**src/rtl/sync_gen_pkg.sv**
```systemverilog
package sync_gen_pkg;
  // strobes handed from the control to the datapath
  typedef struct packed {
    logic pulse;     // internal sync pulse
    logic pulseEnd;  // first cycle after a pulse ended
  } syncStrobe_t;
endpackage

```
**src/rtl/sync_pulse_ctrl.sv**
```systemverilog
module sync_pulse_ctrl
  import sync_gen_pkg::*;
#(
  parameter int SYNC_STAGES = 2,
  parameter int DELAY_W     = 3
) (
  input  logic               clk,
  input  logic               rstN,
  input  logic               syncPin,
  input  logic               detEn,
  input  logic               risingSel,
  input  logic [DELAY_W-1:0] delaySel,
  output syncStrobe_t        strobes
);
  logic [SYNC_STAGES-1:0] syncChain;
  logic syncNow, syncPrev, edgeHit;
  logic pendQ, pulseQ, prevPulseQ;
  logic [DELAY_W-1:0] cntQ;

  generate
    if (SYNC_STAGES > 1) begin : g_chain
      always_ff @(posedge clk or negedge rstN) begin
        if (!rstN) syncChain <= '0;
        else       syncChain <= {syncChain[SYNC_STAGES-2:0], syncPin};
      end
    end else begin : g_single
      always_ff @(posedge clk or negedge rstN) begin
        if (!rstN) syncChain <= '0;
        else       syncChain <= syncPin;
      end
    end
  endgenerate

  assign syncNow = syncChain[SYNC_STAGES-1];

  always_ff @(posedge clk or negedge rstN) begin
    if (!rstN) syncPrev <= 1'b0;
    else       syncPrev <= syncNow;
  end

  always_comb begin
    if (risingSel) edgeHit = syncNow & ~syncPrev;
    else           edgeHit = ~syncNow & syncPrev;
  end

  // one register carries both paths, so the latencies match
  always_ff @(posedge clk or negedge rstN) begin
    if (!rstN) begin
      pulseQ     <= 1'b0;
      prevPulseQ <= 1'b0;
      pendQ      <= 1'b0;
      cntQ       <= '0;
    end else begin
      prevPulseQ <= pulseQ;
      if (!detEn) begin
        pulseQ <= syncNow;
        pendQ  <= 1'b0;
        cntQ   <= '0;
      end else if (edgeHit) begin
        // a new edge always replaces whatever is pending
        if (delaySel == '0) begin
          pulseQ <= 1'b1;
          pendQ  <= 1'b0;
        end else begin
          pulseQ <= 1'b0;
          pendQ  <= 1'b1;
          cntQ   <= delaySel - 1'b1;
        end
      end else if (pendQ && cntQ == '0) begin
        pulseQ <= 1'b1;
        pendQ  <= 1'b0;
      end else begin
        pulseQ <= 1'b0;
        if (pendQ) cntQ <= cntQ - 1'b1;
      end
    end
  end

  assign strobes.pulse    = pulseQ;
  assign strobes.pulseEnd = prevPulseQ & ~pulseQ;
endmodule

```
**src/rtl/sync_pulse_dp.sv**
```systemverilog
module sync_pulse_dp
  import sync_gen_pkg::*;
#(
  parameter int RST_LAG = 3,
  parameter int POS_W   = 2
) (
  input  logic             clk,
  input  logic             rstN,
  input  syncStrobe_t      strobes,
  input  logic             clampReq,
  input  logic [POS_W-1:0] refPos,
  output logic             intPulse,
  output logic             sampleStrobe,
  output logic             refStrobe,
  output logic             clampStrobe
);
  localparam int HIST_D = RST_LAG - 1 + (1 << POS_W);
  localparam int IDX_W  = $clog2(HIST_D);

  logic [HIST_D-1:0] hist;
  logic [IDX_W-1:0]  tapIdx;
  logic              clampArm;

  always_ff @(posedge clk or negedge rstN) begin
    if (!rstN) hist <= '0;
    else       hist <= {hist[HIST_D-2:0], strobes.pulseEnd};
  end

  // hist[k] is the sample strobe delayed by k+1 cycles
  assign tapIdx = IDX_W'(RST_LAG - 2) + IDX_W'(refPos);

  always_ff @(posedge clk or negedge rstN) begin
    if (!rstN)              clampArm <= 1'b0;
    else if (strobes.pulse) clampArm <= clampReq;
  end

  assign intPulse     = strobes.pulse;
  assign sampleStrobe = strobes.pulseEnd;
  assign refStrobe    = hist[tapIdx];
  assign clampStrobe  = hist[tapIdx] & clampArm;
endmodule

```
**src/rtl/pixel_sync_gen.sv**
```systemverilog
module pixel_sync_gen
  import sync_gen_pkg::*;
#(
  parameter int SYNC_STAGES = 2,
  parameter int DELAY_W     = 3,
  parameter int POS_W       = 2,
  parameter int RST_LAG     = 3
) (
  input  logic               clk,
  input  logic               rstN,
  input  logic               syncPin,
  input  logic               detEn,
  input  logic               risingSel,
  input  logic [DELAY_W-1:0] delaySel,
  input  logic               clampReq,
  input  logic [POS_W-1:0]   refPos,
  output logic               intPulse,
  output logic               sampleStrobe,
  output logic               refStrobe,
  output logic               clampStrobe
);
  syncStrobe_t strobes;

  sync_pulse_ctrl #(.SYNC_STAGES(SYNC_STAGES), .DELAY_W(DELAY_W)) u_ctrl (
    .clk(clk), .rstN(rstN), .syncPin(syncPin), .detEn(detEn),
    .risingSel(risingSel), .delaySel(delaySel), .strobes(strobes)
  );

  sync_pulse_dp #(.RST_LAG(RST_LAG), .POS_W(POS_W)) u_dp (
    .clk(clk), .rstN(rstN), .strobes(strobes), .clampReq(clampReq),
    .refPos(refPos), .intPulse(intPulse), .sampleStrobe(sampleStrobe),
    .refStrobe(refStrobe), .clampStrobe(clampStrobe)
  );
endmodule

```
**config.mk**
```make
export PLATFORM = sky130hd
export DESIGN_NAME = pixel_sync_gen
export DESIGN_NICKNAME = d
export VERILOG_FILES = /design/src/rtl/sync_gen_pkg.sv /design/src/rtl/sync_pulse_ctrl.sv /design/src/rtl/sync_pulse_dp.sv /design/src/rtl/pixel_sync_gen.sv
export SDC_FILE = /design/constraint.sdc
export NUM_CORES = 1
export LEC_CHECK = 0
export BUFFER_PORTS_ARGS = -buffer_cell sky130_fd_sc_hd__buf_2
export CORE_ASPECT_RATIO = 0.75
export CORE_MARGIN = 10
export CORE_UTILIZATION = 40
export DETAILED_ROUTE_END_ITERATION = 8
export PLACE_DENSITY_LB_ADDON = 0.15
export SYNTH_ARGS = -nofsm -noshare
export SYNTH_HDL_FRONTEND = slang
export SYNTH_SLANG_ARGS = --single-unit
```
**constraint.sdc**
```tcl
create_clock -name clk -period 2 [get_ports clk]
set_input_delay 0.1 -clock clk [delete_from_list [all_inputs] [get_ports clk]]
set_output_delay 0.1 -clock clk [all_outputs]
set_load 0.02 [all_outputs]
```
### After elaboration in Yosys (flattened, before gate mapping)

Index checks and enable logic that the tools add are counted.

| word-level totals | value |
|---|---|
| flip-flop bits (word level) | 16 |
| bits in latches | 0 |
| bits in writable memories | 0 |
| bits in read-only memories | 0 |
| input bits | 11 |
| output and inout bits | 4 |
| logic and storage cells | 43 |
| memories | 0 |

| operators by class | value |
|---|---|
| add/sub/neg operators | 3 |
| multipliers | 0 |
| divide/modulo/power cells | 0 |
| $lt $le $gt $ge | 1 |
| equal/unequal tests | 4 |
| shift-type cells | 0 |
| multiplexer cells | 16 |
| bitwise operators | 7 |
| reductions and logical operators | 4 |

Operators with widths:

| cell | number |
|---|---|
| $mux W3 | 5 |
| $mux W1 | 10 |
| $logic_not A3 Y1 | 2 |
| $ne A3 B1 Y1 const B | 2 |
| $sub A3 B1 Y3 const B | 2 |
| $and A1 B1 Y1 | 4 |
| $lt A3 B4 Y1 const B | 1 |
| $add A1 B2 Y3 const A | 1 |
| $bmux W1 S3 | 1 |
| $ne A3 B2 Y1 const B | 1 |
| $ne A3 B3 Y1 const B | 1 |
| $not A1 Y1 | 3 |
| $reduce_and A3 Y1 | 1 |
| $logic_and A1 B1 Y1 | 1 |

### Depth between registers and ports, before layout

| depth | value |
|---|---|
| depth after elaboration | 5 |
| mapped depth | 9 |
| mapped depth without buffers | 9 |

### Hierarchy

From an unflattened synthesis, not the netlist that was laid out.

| unflattened totals | value |
|---|---|
| cells, all modules | 74 |
| area, all modules | 813.3 µm² |

By module, submodules not included:

| module | instances | cells an instance | area each (µm²) | sequential area each (µm²) |
|---|---|---|---|---|
| sync_pulse_ctrl | 1 | 53 | 533.0 | 225.2 |
| sync_pulse_dp | 1 | 21 | 280.3 | 175.2 |

### Worst setup path before layout

OpenSTA, ideal clock, no wires.

| timing path | value |
|---|---|
| kind | flip-flop to flip-flop |
| from | register u_ctrl.syncChain[1] |
| to | register u_ctrl.cntQ[2] |
| library setup time | 0.129 ns |
| arrival | 1.698 ns |
| required time | 1.871 ns |
| setup slack | 0.173 ns |
| stages on the path, launching flop included | 8 |
| path buffers | 0 |
| clock period less this slack | 1.827 ns |
| cell sequence | dfrtp_1 -> and3b_1 -> or2_1 -> mux2i_1 -> ha_1 -> mux2_2 -> o21ai_0 -> a211oi_1 |

| on the way | value |
|---|---|
| word-level cells in the longest chain between the ends | 5 |
| elaborated cells on any way between the ends | 10 |
| those cells by class | 3 x eq/ne; 3 x mux; 3 x bitwise; 1 x reduce/logical |

RTL lines:

| what | line | source |
|---|---|---|
| start: declaration | sync_pulse_ctrl.sv:15 | `logic [SYNC_STAGES-1:0] syncChain;` |
| start signal: assignment | sync_pulse_ctrl.sv:24 | `else syncChain <= {syncChain[SYNC_STAGES-2:0], syncPin};` |
| $not A1 Y1 | sync_pulse_ctrl.sv:43 | `else edgeHit = ~syncNow & syncPrev;` |
| $and A1 B1 Y1 | sync_pulse_ctrl.sv:43 |  |
| $mux W1 (*) | sync_pulse_ctrl.sv:42 | `if (risingSel) edgeHit = syncNow & ~syncPrev;` |
| $ne A3 B1 Y1 (no line), or another cell as far along | - |  |
| $reduce_and A3 Y1 (no line) / $mux W3 (equally long branches) | - |  |
| end signal: assignment | sync_pulse_ctrl.sv:67 | `cntQ <= delaySel - 1'b1;` |
| end signal: assignment | sync_pulse_ctrl.sv:74 | `if (pendQ) cntQ <= cntQ - 1'b1;` |
| end: declaration | sync_pulse_ctrl.sv:18 | `logic [DELAY_W-1:0] cntQ;` |

Every way passes the cells marked *; elsewhere a longest branch is shown, timed or not.
A chain may end at the register's enable or synchronous reset.

### Final worst setup path

Ends and elaborated chain as after synthesis.

==> impl_metrics.csv <==
group,metric,value,unit
run_status,status,"complete, no violations",
setup_path,cp.arrival,2.05,ns
route,finalWirelength,1560,µm
synthesis,synth_mux_area_share,10.3,%
cts,cts.sinks,16,
synthesis,syn_area_per_cell,11.5,µm²
timing,slew_headroom,77.5,%
placement,place_ws,0.0495,ns
timing,setup_violations,0,
die,core,0.00174,mm²
die,fp-row-count,13,
cells_and_area,fill_cells,149,
min_path,holdPathStages,2,
pwr,p_total,676,µW
route,via_per_inst,4.92,
setup_path,cp_slowest_stage_delay,0.46,ns
timing,finClkSkew,0.00600,ns
timing,fin_hold_ws,0.0543,ns
setup_path,crit_type,"reg -> reg",
synthesis,synth_nets,77,
synthesis,synth_top_family_by_area,"simple AND/OR/NAND/NOR gates",
cells_and_area,final_util,54.1,%
cts,clockBufferDepth,2,
setup_path,rr_worst_depth,7,
setup_path,crit_family,"simple AND/OR/NAND/NOR gates",
setup_path,critical_path.slowest_cell,"dfrtp_2",
placement,place_area,836,µm²
synthesis,synth_cell_types,25,
timing,final_max_slew_viol_count,0,
synthesis,synth_compound_area_share,11.7,%
global_routing,grt_max_degree,17,
cts,cts_inserted_buffers,3,
cells_and_area,areaGrowthSynthToFinish,27.5,%
synthesis,netlist_instances,64,
die,die_w,69.6,µm
timing,max_freq,531,MHz
min_path,hold_class,"in -> reg",
placement,place_congestion,0.814,
cells_and_area,final_layout_size_suffix_gt1_share,42.0,%
route,num_vias,541,
setup_path,path_max_fanout,8,
cts,clkLatencyLatePin,0.28,ns
pwr,peakVddDrop,0.614,mV
setup_path,rrSetupSlack,0.12,ns
timing,period_needed,1.88,ns
synthesis,syn_area,738,µm²
timing,hold_violations,0,
timing,worstMarginPinSlew,0.338,ns
setup_path,critPathBufInv,0,
cells_and_area,final_cell_count_no_fill,110,
route,wl_per_cell,14.2,µm
cts,path_clk_slew,0.08,ns
route,antenna_left,0,
setup_path,cp_cell_sequence,"and3b_2 > or2_4 > mux2i_1 > ha_2 > mux2_2 > o21ai_1 > a211oi_2",
setup_path,end_kind,"flip-flop",
die,pin_count,15,
synthesis,synth_adder_area_share,3.39,%
timing,fin_crit_sh,94.2,%
cts,root_buffer,"clkbuf_4",
global_routing,antenna_found_initial,0,
placement,dp_hpwl,1100,µm
synthesis,synthSimpleGateAreaFrac,18.8,%
cts,cts_tree,"yes",
global_routing,track_usage,7.31,%
setup_path,required,2.17,ns
timing,tns,0,ns
die,die_area,0.00398,mm²
route,firstDrtPassIters,2,
pwr,leakage,0.445,nW
synthesis,seq_area_frac_synth,54.2,%
placement,dp.cells,100,
die,dieHeight,57.2,µm
route,drc,0,
die,initial_core_util,42.4,%
pwr,powerDensity,718,mW/mm²
cells_and_area,final_area,941,µm²
placement,place.port_buffers,14,
global_routing,overflow,0,
synthesis,yosys_warnings,0,
timing,setup_ws,0.117,ns
cts,ctsHtreeMaxLevel,1,
setup_path,crit_path_start_kind,"flip-flop",
route,drtIter0Drc,33,
job,maxCapViolCount,0,
cells_and_area,diodes,0,
cells_and_area,num-nets-final,103,
synthesis,ys_seq_elements,16,
setup_path,cp.depth,7,
global_routing,grt_pass1_wl,2380,µm
global_routing,grt_pass1_vias,529,
synthesis,synth_xor_area_share,0,%
==> flip-flops by register name, summed over array words and instances (netlist names) <==
signal	cells
u_ctrl.cntQ	3
u_ctrl.pendQ	1
u_ctrl.prevPulseQ	1
u_ctrl.pulseQ	1
u_ctrl.syncChain	2
u_ctrl.syncPrev	1
u_dp.clampArm	1
u_dp.hist	6
==> Yosys cell counts <==
cell      instances  share of area [%]
dfrtp_1          16                 54
nor2_1            6                3.1
a211oi_1          4                4.1
o21ai_0           4                2.7
a21oi_1           3                2.0
inv_1             3                1.5
mux2_2            3                4.6
nor3_1            3                2.0
and3_1            2                1.7
ha_1              2                3.4
mux2i_1           2                2.7
nand2_1           2                1.0
nor2b_1           2                1.7
and2_1            1               0.85
and2_4            1                1.2
and3b_1           1                1.2
mux4_2            1                3.1
nand3b_1          1                1.0
nor3b_1           1                1.0
nor3b_2           1                1.7
o21a_1            1                1.0
o21ai_1           1               0.68
o31a_1            1                1.2
or2_1             1               0.85
or3_4             1                1.5
==> cell type report <==
| class | count | area [µm²] | area share (%) |
|---|---|---|---|
| Timing Repair Buffer | 21 | 128 | 13.6 |
| Clock buffer | 3 | 22.5 | 2.39 |
| Inverter | 3 | 11.3 | 1.20 |
| Sequential cell | 16 | 402 | 42.7 |
| Tap cell | 22 | 27.5 | 2.93 |
| Multi-Input combinational cell | 45 | 350 | 37.2 |
==> worst register-to-register path, delay by kind of cell, from the launching register on <==
kind | cells | cell delay, ns
mux | 2 | 0.39
compound gates | 2 | 0.24
simple gates | 2 | 0.50
flops | 1 | 0.46
fa+ha+maj | 1 | 0.20
==> cells in the final DEF, fill, tap and decap left out, types with 2 or more instances in the layout <==
master and n:
dfrtp_1 15, buf_2 14, nor2_1 6, buf_4 5
a21oi_1 3, o21ai_0 3, inv_1 3, mux2_2 3
clkbuf_4 3, mux2i_1 2, nor2b_1 2, nor3_1 2
o21ai_1 2, and3_1 2, a211oi_2 2, a211oi_1 2
dlygate4sd3_1 2
==> routing by layer <==
metal  vias to the layer above  track usage, %  routed length [µm]
li1                        280               -                   -
met5                         -               0                   0
met4                         0           0.860                   0
met1                       252            10.1                 775
met3                         0            4.15                  60
met2                         9            9.77                 721
==> where the power goes <==
part	internal [mW]	switching (mW)	leakage (nW)	total (mW)
combinational	0.0730	0.0712	0.230	0.144
clock	0.0698	0.0863	0.0138	0.156
sequential	0.352	0.0236	0.201	0.375
total	0.494	0.181	0.445	0.676
==> cell families (layout without fill, tap and decap cells) <==
group,Yosys count,in the layout
mux,6,6
compound gates,14,14
simple gates,23,23
fa+ha+maj,2,2
flops,16,16
buf+inv,3,27
==> path summary, 6_finish.rpt <==
path                                      from             endpoint
hold / removal                        clampReq        u_dp.clampArm
setup reg to reg           u_ctrl.syncChain[1]       u_ctrl.cntQ[2]
min in group asynchronous                 rstN      u_ctrl.syncPrev
hold reg to reg            u_ctrl.syncChain[0]  u_ctrl.syncChain[1]
setup / recovery           u_ctrl.syncChain[1]       u_ctrl.cntQ[2]
max in group asynchronous                 rstN  u_ctrl.syncChain[1]
==> timing repair <==
item                                    CTS  global route
resized for setup                         0             9
endpoints found under the setup margin    0             1
hold buffers                              2             0
hold endpoints to repair                 17             0
setup buffers                             0             5
No activity file was read; power rests on OpenSTA's default activity.
